**config.mk**
```make
export PLATFORM = sky130hd
export DESIGN_NAME = fp_class_tester
export DESIGN_NICKNAME = d
export VERILOG_FILES = /design/src/rtl/fpct_pkg.sv /design/src/rtl/fpct_unpack.sv /design/src/rtl/fpct_classify.sv /design/src/rtl/fpct_select.sv /design/src/rtl/fp_class_tester.sv
export SDC_FILE = /design/constraint.sdc
export NUM_CORES = 1
export LEC_CHECK = 0
export BUFFER_PORTS_ARGS = -buffer_cell sky130_fd_sc_hd__buf_4
export CAP_MARGIN = 40
export CORE_UTILIZATION = 29
export CTS_BUF_LIST = sky130_fd_sc_hd__clkbuf_4
export CTS_CLUSTER_SIZE = 12
export DETAILED_ROUTE_END_ITERATION = 8
export PLACE_DENSITY = 0.86
export SLEW_MARGIN = 10
export SYNTH_ARGS = -nofsm -noshare
export SYNTH_HDL_FRONTEND = slang
export SYNTH_SLANG_ARGS = --single-unit
```
**constraint.sdc**
```tcl
create_clock -name clk_i -period 0.8 [get_ports clk_i]
set_input_delay 0.2 -clock clk_i [delete_from_list [all_inputs] [get_ports clk_i]]
set_output_delay 0.2 -clock clk_i [all_outputs]
set_load 0.005 [all_outputs]
```
**src/rtl/fpct_pkg.sv**
```systemverilog
package fpct_pkg;
  localparam int MASK_W  = 12;
  localparam int CLASS_N = MASK_W / 2;

  // order fixes mask position: class k tests bit MASK_W-1-2k (+) / MASK_W-2-2k (-)
  typedef enum logic [2:0] {
    K_ZERO = 3'd0,
    K_NORM = 3'd1,
    K_SUB  = 3'd2,
    K_INF  = 3'd3,
    K_QNAN = 3'd4,
    K_SNAN = 3'd5
  } kind_e;

  typedef enum logic [1:0] {
    SZ_ZERO = 2'd0,
    SZ_NEG  = 2'd1,
    SZ_POS  = 2'd2,
    SZ_NAN  = 2'd3
  } sz_e;

  typedef struct packed {
    logic exp_zero;
    logic exp_ones;
    logic frac_zero;
    logic frac_top;
  } fields_t;
endpackage

```
**src/rtl/fpct_unpack.sv**
```systemverilog
module fpct_unpack
  import fpct_pkg::*;
#(
  parameter int EXP_W  = 11,
  parameter int FRAC_W = 52
) (
  input  logic [EXP_W+FRAC_W:0] bits_i,
  output logic                  sign_o,
  output fields_t               fields_o
);
  localparam int W = 1 + EXP_W + FRAC_W;

  logic [EXP_W-1:0]  exp_w;
  logic [FRAC_W-1:0] frac_w;

  assign sign_o = bits_i[W-1];
  assign exp_w  = bits_i[W-2 -: EXP_W];
  assign frac_w = bits_i[FRAC_W-1:0];

  always_comb begin
    fields_o.exp_zero  = ~|exp_w;
    fields_o.exp_ones  = &exp_w;
    fields_o.frac_zero = ~|frac_w;
    fields_o.frac_top  = frac_w[FRAC_W-1];
  end
endmodule

```
**src/rtl/fpct_classify.sv**
```systemverilog
module fpct_classify
  import fpct_pkg::*;
(
  input  fields_t              fields_i,
  output logic [CLASS_N-1:0]   kind_oh_o
);
  kind_e kind;

  always_comb begin
    if (fields_i.exp_ones) begin
      if (fields_i.frac_zero)     kind = K_INF;
      else if (fields_i.frac_top) kind = K_QNAN;
      else                        kind = K_SNAN;
    end else if (fields_i.exp_zero) begin
      kind = fields_i.frac_zero ? K_ZERO : K_SUB;
    end else begin
      kind = K_NORM;
    end
  end

  always_comb begin
    kind_oh_o = '0;
    kind_oh_o[kind] = 1'b1;
  end

  // one class per operand
  always_comb begin
    a_r9_one_class: assert ($onehot(kind_oh_o));
  end
endmodule

```
**src/rtl/fpct_select.sv**
```systemverilog
module fpct_select
  import fpct_pkg::*;
(
  input  logic [CLASS_N-1:0] kind_oh_i,
  input  logic               sign_i,
  input  logic [MASK_W-1:0]  mask_i,
  output logic               match_o,
  output sz_e                sz_code_o
);
  logic [CLASS_N-1:0] hit;

  for (genvar k = 0; k < CLASS_N; k++) begin : g_cls
    assign hit[k] = kind_oh_i[k] &
                    (sign_i ? mask_i[MASK_W-2-2*k] : mask_i[MASK_W-1-2*k]);
  end

  assign match_o = |hit;

  always_comb begin
    if (kind_oh_i[K_QNAN] | kind_oh_i[K_SNAN]) sz_code_o = SZ_NAN;
    else if (kind_oh_i[K_ZERO])                sz_code_o = SZ_ZERO;
    else if (sign_i)                           sz_code_o = SZ_NEG;
    else                                       sz_code_o = SZ_POS;
  end

  // match only when the mask is non-empty
  always_comb begin
    a_r9_match_needs_mask: assert (!match_o || (mask_i != '0));
  end
endmodule

```
**src/rtl/fp_class_tester.sv**
```systemverilog
module fp_class_tester
  import fpct_pkg::*;
#(
  parameter int DP_EXP_W  = 11,
  parameter int DP_FRAC_W = 52,
  parameter int SP_EXP_W  = 8,
  parameter int SP_FRAC_W = 23
) (
  input  logic                          clk_i,
  input  logic                          rst_ni,
  input  logic                          valid_i,
  input  logic                          dbl_i,
  input  logic [DP_EXP_W+DP_FRAC_W:0]   operand_i,
  input  logic [MASK_W-1:0]             mask_i,
  output logic                          valid_o,
  output logic                          match_o,
  output logic [1:0]                    sz_code_o
);
  localparam int DP_W = 1 + DP_EXP_W + DP_FRAC_W;
  localparam int SP_W = 1 + SP_EXP_W + SP_FRAC_W;

  logic    [1:0] sign_f;
  fields_t [1:0] fields_f;

  for (genvar f = 0; f < 2; f++) begin : g_fmt
    if (f == 0) begin : g_sp
      fpct_unpack #(.EXP_W(SP_EXP_W), .FRAC_W(SP_FRAC_W)) i_unpack (
        .bits_i  (operand_i[SP_W-1:0]),
        .sign_o  (sign_f[f]),
        .fields_o(fields_f[f])
      );
    end else begin : g_dp
      fpct_unpack #(.EXP_W(DP_EXP_W), .FRAC_W(DP_FRAC_W)) i_unpack (
        .bits_i  (operand_i),
        .sign_o  (sign_f[f]),
        .fields_o(fields_f[f])
      );
    end
  end

  logic               sign_sel;
  fields_t            fields_sel;
  logic [CLASS_N-1:0] kind_oh;
  logic               match_d;
  sz_e                sz_d;

  assign sign_sel   = sign_f[dbl_i];
  assign fields_sel = fields_f[dbl_i];

  fpct_classify i_classify (
    .fields_i (fields_sel),
    .kind_oh_o(kind_oh)
  );

  fpct_select i_select (
    .kind_oh_i(kind_oh),
    .sign_i   (sign_sel),
    .mask_i   (mask_i),
    .match_o  (match_d),
    .sz_code_o(sz_d)
  );

  always_ff @(posedge clk_i or negedge rst_ni) begin
    if (!rst_ni) begin
      valid_o   <= 1'b0;
      match_o   <= 1'b0;
      sz_code_o <= SZ_ZERO;
    end else begin
      valid_o <= valid_i;
      if (valid_i) begin
        match_o   <= match_d;
        sz_code_o <= sz_d;
      end
    end
  end

  a_r10_valid_follows: assert property (@(posedge clk_i) disable iff (!rst_ni)
    valid_i |=> valid_o);

  a_r10_hold_when_idle: assert property (@(posedge clk_i) disable iff (!rst_ni)
    !valid_i |=> (!valid_o && $stable(match_o) && $stable(sz_code_o)));

  a_r9_empty_mask: assert property (@(posedge clk_i) disable iff (!rst_ni)
    (valid_i && mask_i == '0) |=> !match_o);

  a_r9_full_mask: assert property (@(posedge clk_i) disable iff (!rst_ni)
    (valid_i && mask_i == '1) |=> match_o);

  a_r7_dp_nan_code: assert property (@(posedge clk_i) disable iff (!rst_ni)
    (valid_i && dbl_i && (&operand_i[DP_W-2 -: DP_EXP_W]) &&
     (|operand_i[DP_FRAC_W-1:0])) |=> (sz_code_o == 2'd3));

  a_r7_dp_zero_code: assert property (@(posedge clk_i) disable iff (!rst_ni)
    (valid_i && dbl_i && operand_i[DP_W-2:0] == '0) |=> (sz_code_o == 2'd0));
endmodule

```
==> impl_metrics.json <==
{
  "status": "complete, but fails checks",
  "violations": "negative setup slack",
  "ys_ff_latch": 4,
  "final_cell_mix": "buf_4, buf_6, nor4_1",
  "dpl_worst_slack_ns": -0.862,
  "crit_start": "operand_i[10]",
  "vdd_ir_drop_max_mv": 0.553,
  "clk_pin_slew_ns": 0.04,
  "pwr-share-clk": 0.234,
  "drtIter0Drc": 34,
  "dp_cells": 177,
  "relSlewSlack": 0.769,
  "grt_pass1_vias": 1079,
  "cp.arrival_ns": 1.68,
  "worstReg2RegStart": "sz_code_o[0]",
  "power_switching_mw": 0.325,
  "drv_slew": 0,
  "dieArea_sq_um": 1980,
  "via_per_inst": 5.60,
  "finalSetupViolations": 7,
  "r2r-end": "sz_code_o[0]",
  "area_growth_pct": 181,
  "async_flop_share": 1.00,
  "final.min_clock_period_ns": 1.52,
  "drive_gt1_frac": 0.726,
  "synth.distinct_cells": 27,
  "syn_area_per_cell_sq_um": 8.19,
  "ys_warn_count": 0,
  "worstMarginPinSlew_ns": 0.342,
  "cts.htree.levels": 1,
  "cellLeakagePower_nw": 0.678,
  "grt-ovfl-total": 0,
  "crit_path_end_kind": "flip-flop",
  "min_period_over_period": 1.91,
  "final_hold_viol_count": 0,
  "track_usage": 0.325,
  "regArea_sq_um": 100,
  "rows": 14,
  "cts_buffers": 3,
  "synth_area_leaders": "dfrtp_1, nor4_1, nand4_1",
  "antenna-diode-count": 0,
  "syn-num-nets": 144,
  "grt_max_degree": 7,
  "cp-endpoint": "match_o",
  "num-fill-cells": 48,
  "cap_violations": 0,
  "grt_setup_unrepaired": "yes",
  "first_pass_iters": 4,
  "io_buffers": 83,
  "hp-class": "in2reg",
  "final_cells": 192,
  "r2r_cells": 4,
  "clockBufferDepth": 2,
  "routed_wl_um": 3570,
  "path_class": "in2reg",
  "synth_edf_count": 0,
  "core_sq_um": 1590,
  "required_ns": 0.95,
  "ys.flop_type": "dfrtp_1",
  "power_frac_seq": 0.208,
  "syn_area_sq_um": 524,
  "chipWidth_um": 44.5,
  "cp-start-kind": "input port",
  "antenna_found_initial": 0,
  "ant_nets": 0,
  "fin_worst_skew_ns": 0,
  "setup_slack_ns": -0.725,
  "clkSinkCount": 4,
  "r2r_slack_ns": -0.14,
  "combPwrFrac": 0.558,
  "synth_area_leader_cell": "dfrtp_1",
  "p_int_mw": 0.811,
  "cts_tree": "yes",
  "fmax_mhz": 656,
  "via_count": 1075,
  "pin_count": 84,
  "grt_pass1_wl_um": 4690,
  "yosysSeqAreaShare": 0.191,
  "place_hpwl_um": 2100,
  "clock_latency_ns": 0.24,
  "synth_top_area_share": 0.191,
  "final_common_cell": "buf_4",
  "multiInputGateArea_sq_um": 497,
  "swShare": 0.286,
  "die_h_um": 44.5,
  "nets": 250,
  "cellPowerDensity_nw_per_um2": 771,
  "drc": 0,
  "cts_root_buf": "clkbuf_4",
  "wl_per_cell_um": 18.6,
  "crit_fanout": 4,
  "initial_utilization": 0.329,
  "synthCells": 64,
  "place_congestion": 0.739
}
==> metrics by stage <==
stage          setup TNS, ns  hold slack, ns  instance area [sq um]  total power [mW]  utilization
2_1_floorplan          -1.45         -0.0956                    552             0.360            -
3_3_place_gp           -2.31        -0.00275                   1250             0.739        0.782
3_5_place_dp           -2.46        -0.00114                   1250             0.749        0.782
4_1_cts                -1.91          0.0960                   1430              1.08        0.896
5_1_grt                -3.05          0.0919                   1470              1.18        0.925
6_report               -2.69          0.0953                   1470              1.14        0.925
==> cell usage after synthesis (2+ instances only) <==
master and n:
nor2_1 4, nand3_1 2, dfrtp_1 4, nor3_1 3
nor2b_1 2, nand4_1 7, nor4_2 3, mux2i_1 3
nand2_1 8, nor4_1 11
==> power by group through the flow <==
stage	registers (mW)	logic, mW	clock network (mW)
floorplan	0.236	0.124	0
global placement	0.234	0.505	0
detailed placement	0.234	0.514	0
CTS	0.235	0.581	0.262
global route	0.237	0.665	0.277
finish	0.236	0.634	0.265
==> worst max-delay path, cell delays in order <==
cell,delay [ns]
buf_4,0.11
nor4_1,0.34
nand4_1,0.23
nor2_4,0.18
nand2_2,0.08
o311a_1,0.35
a31oi_1,0.18
==> logic make-up (layout without fill, tap and decap cells) <==
family	count (synthesis)	count (layout)	share of synthesized area
simple gates	42	42	0.473
compound gates	10	10	0.143
mux	6	6	0.165
flops	4	4	0.191
buf+inv	2	106	0.0286
==> cell type report <==
cell class                      instances  area share
Clock buffer                            3      0.0153
Inverter                                1     0.00255
Multi-Input combinational cell         58       0.337
Sequential cell                         4      0.0679
Tap cell                               24      0.0204
Timing Repair Buffer                  102       0.557
==> worst min-delay path by stage <==
| stage | startpoint | to | slack (ns) | depth (start not counted) |
|---|---|---|---|---|
| 6_report | valid_i | valid_o | 0.1 | 1 |
| 2_1_floorplan | rst_ni | match_o | -0.1 | 0 |
| 3_5_place_dp | rst_ni | valid_o | -0.001 | 1 |
| 3_3_place_gp | rst_ni | match_o | -0.003 | 1 |
| 4_1_cts | valid_i | valid_o | 0.1 | 1 |
| 5_1_grt | valid_i | valid_o | 0.09 | 1 |
==> what timing repair did <==
item                                    4_1_cts  5_1_grt
setup buffers                                 8        3
hold endpoints to repair                      4        0
hold buffers                                  1        0
endpoints found under the setup margin        7        7
gates resized for setup                      20        6
cloned                                        0        0
pin swaps                                    15        7
==> per-layer routing <==
metal / up-vias / global-route usage / share of wire
met4: 0 / 0.164 / 0.024
met1: 509 / 0.322 / 0.35
met5: - / 0 / 0
met3: 10 / 0.106 / 0.087
met2: 79 / 0.597 / 0.54
li1: 477 / - / -
==> sequential cells by signal, indices dropped and copies added, names as in the netlist <==
register,cells
sz_code_o,2
valid_o,1
match_o,1
Power figures use the tool's default switching activity.
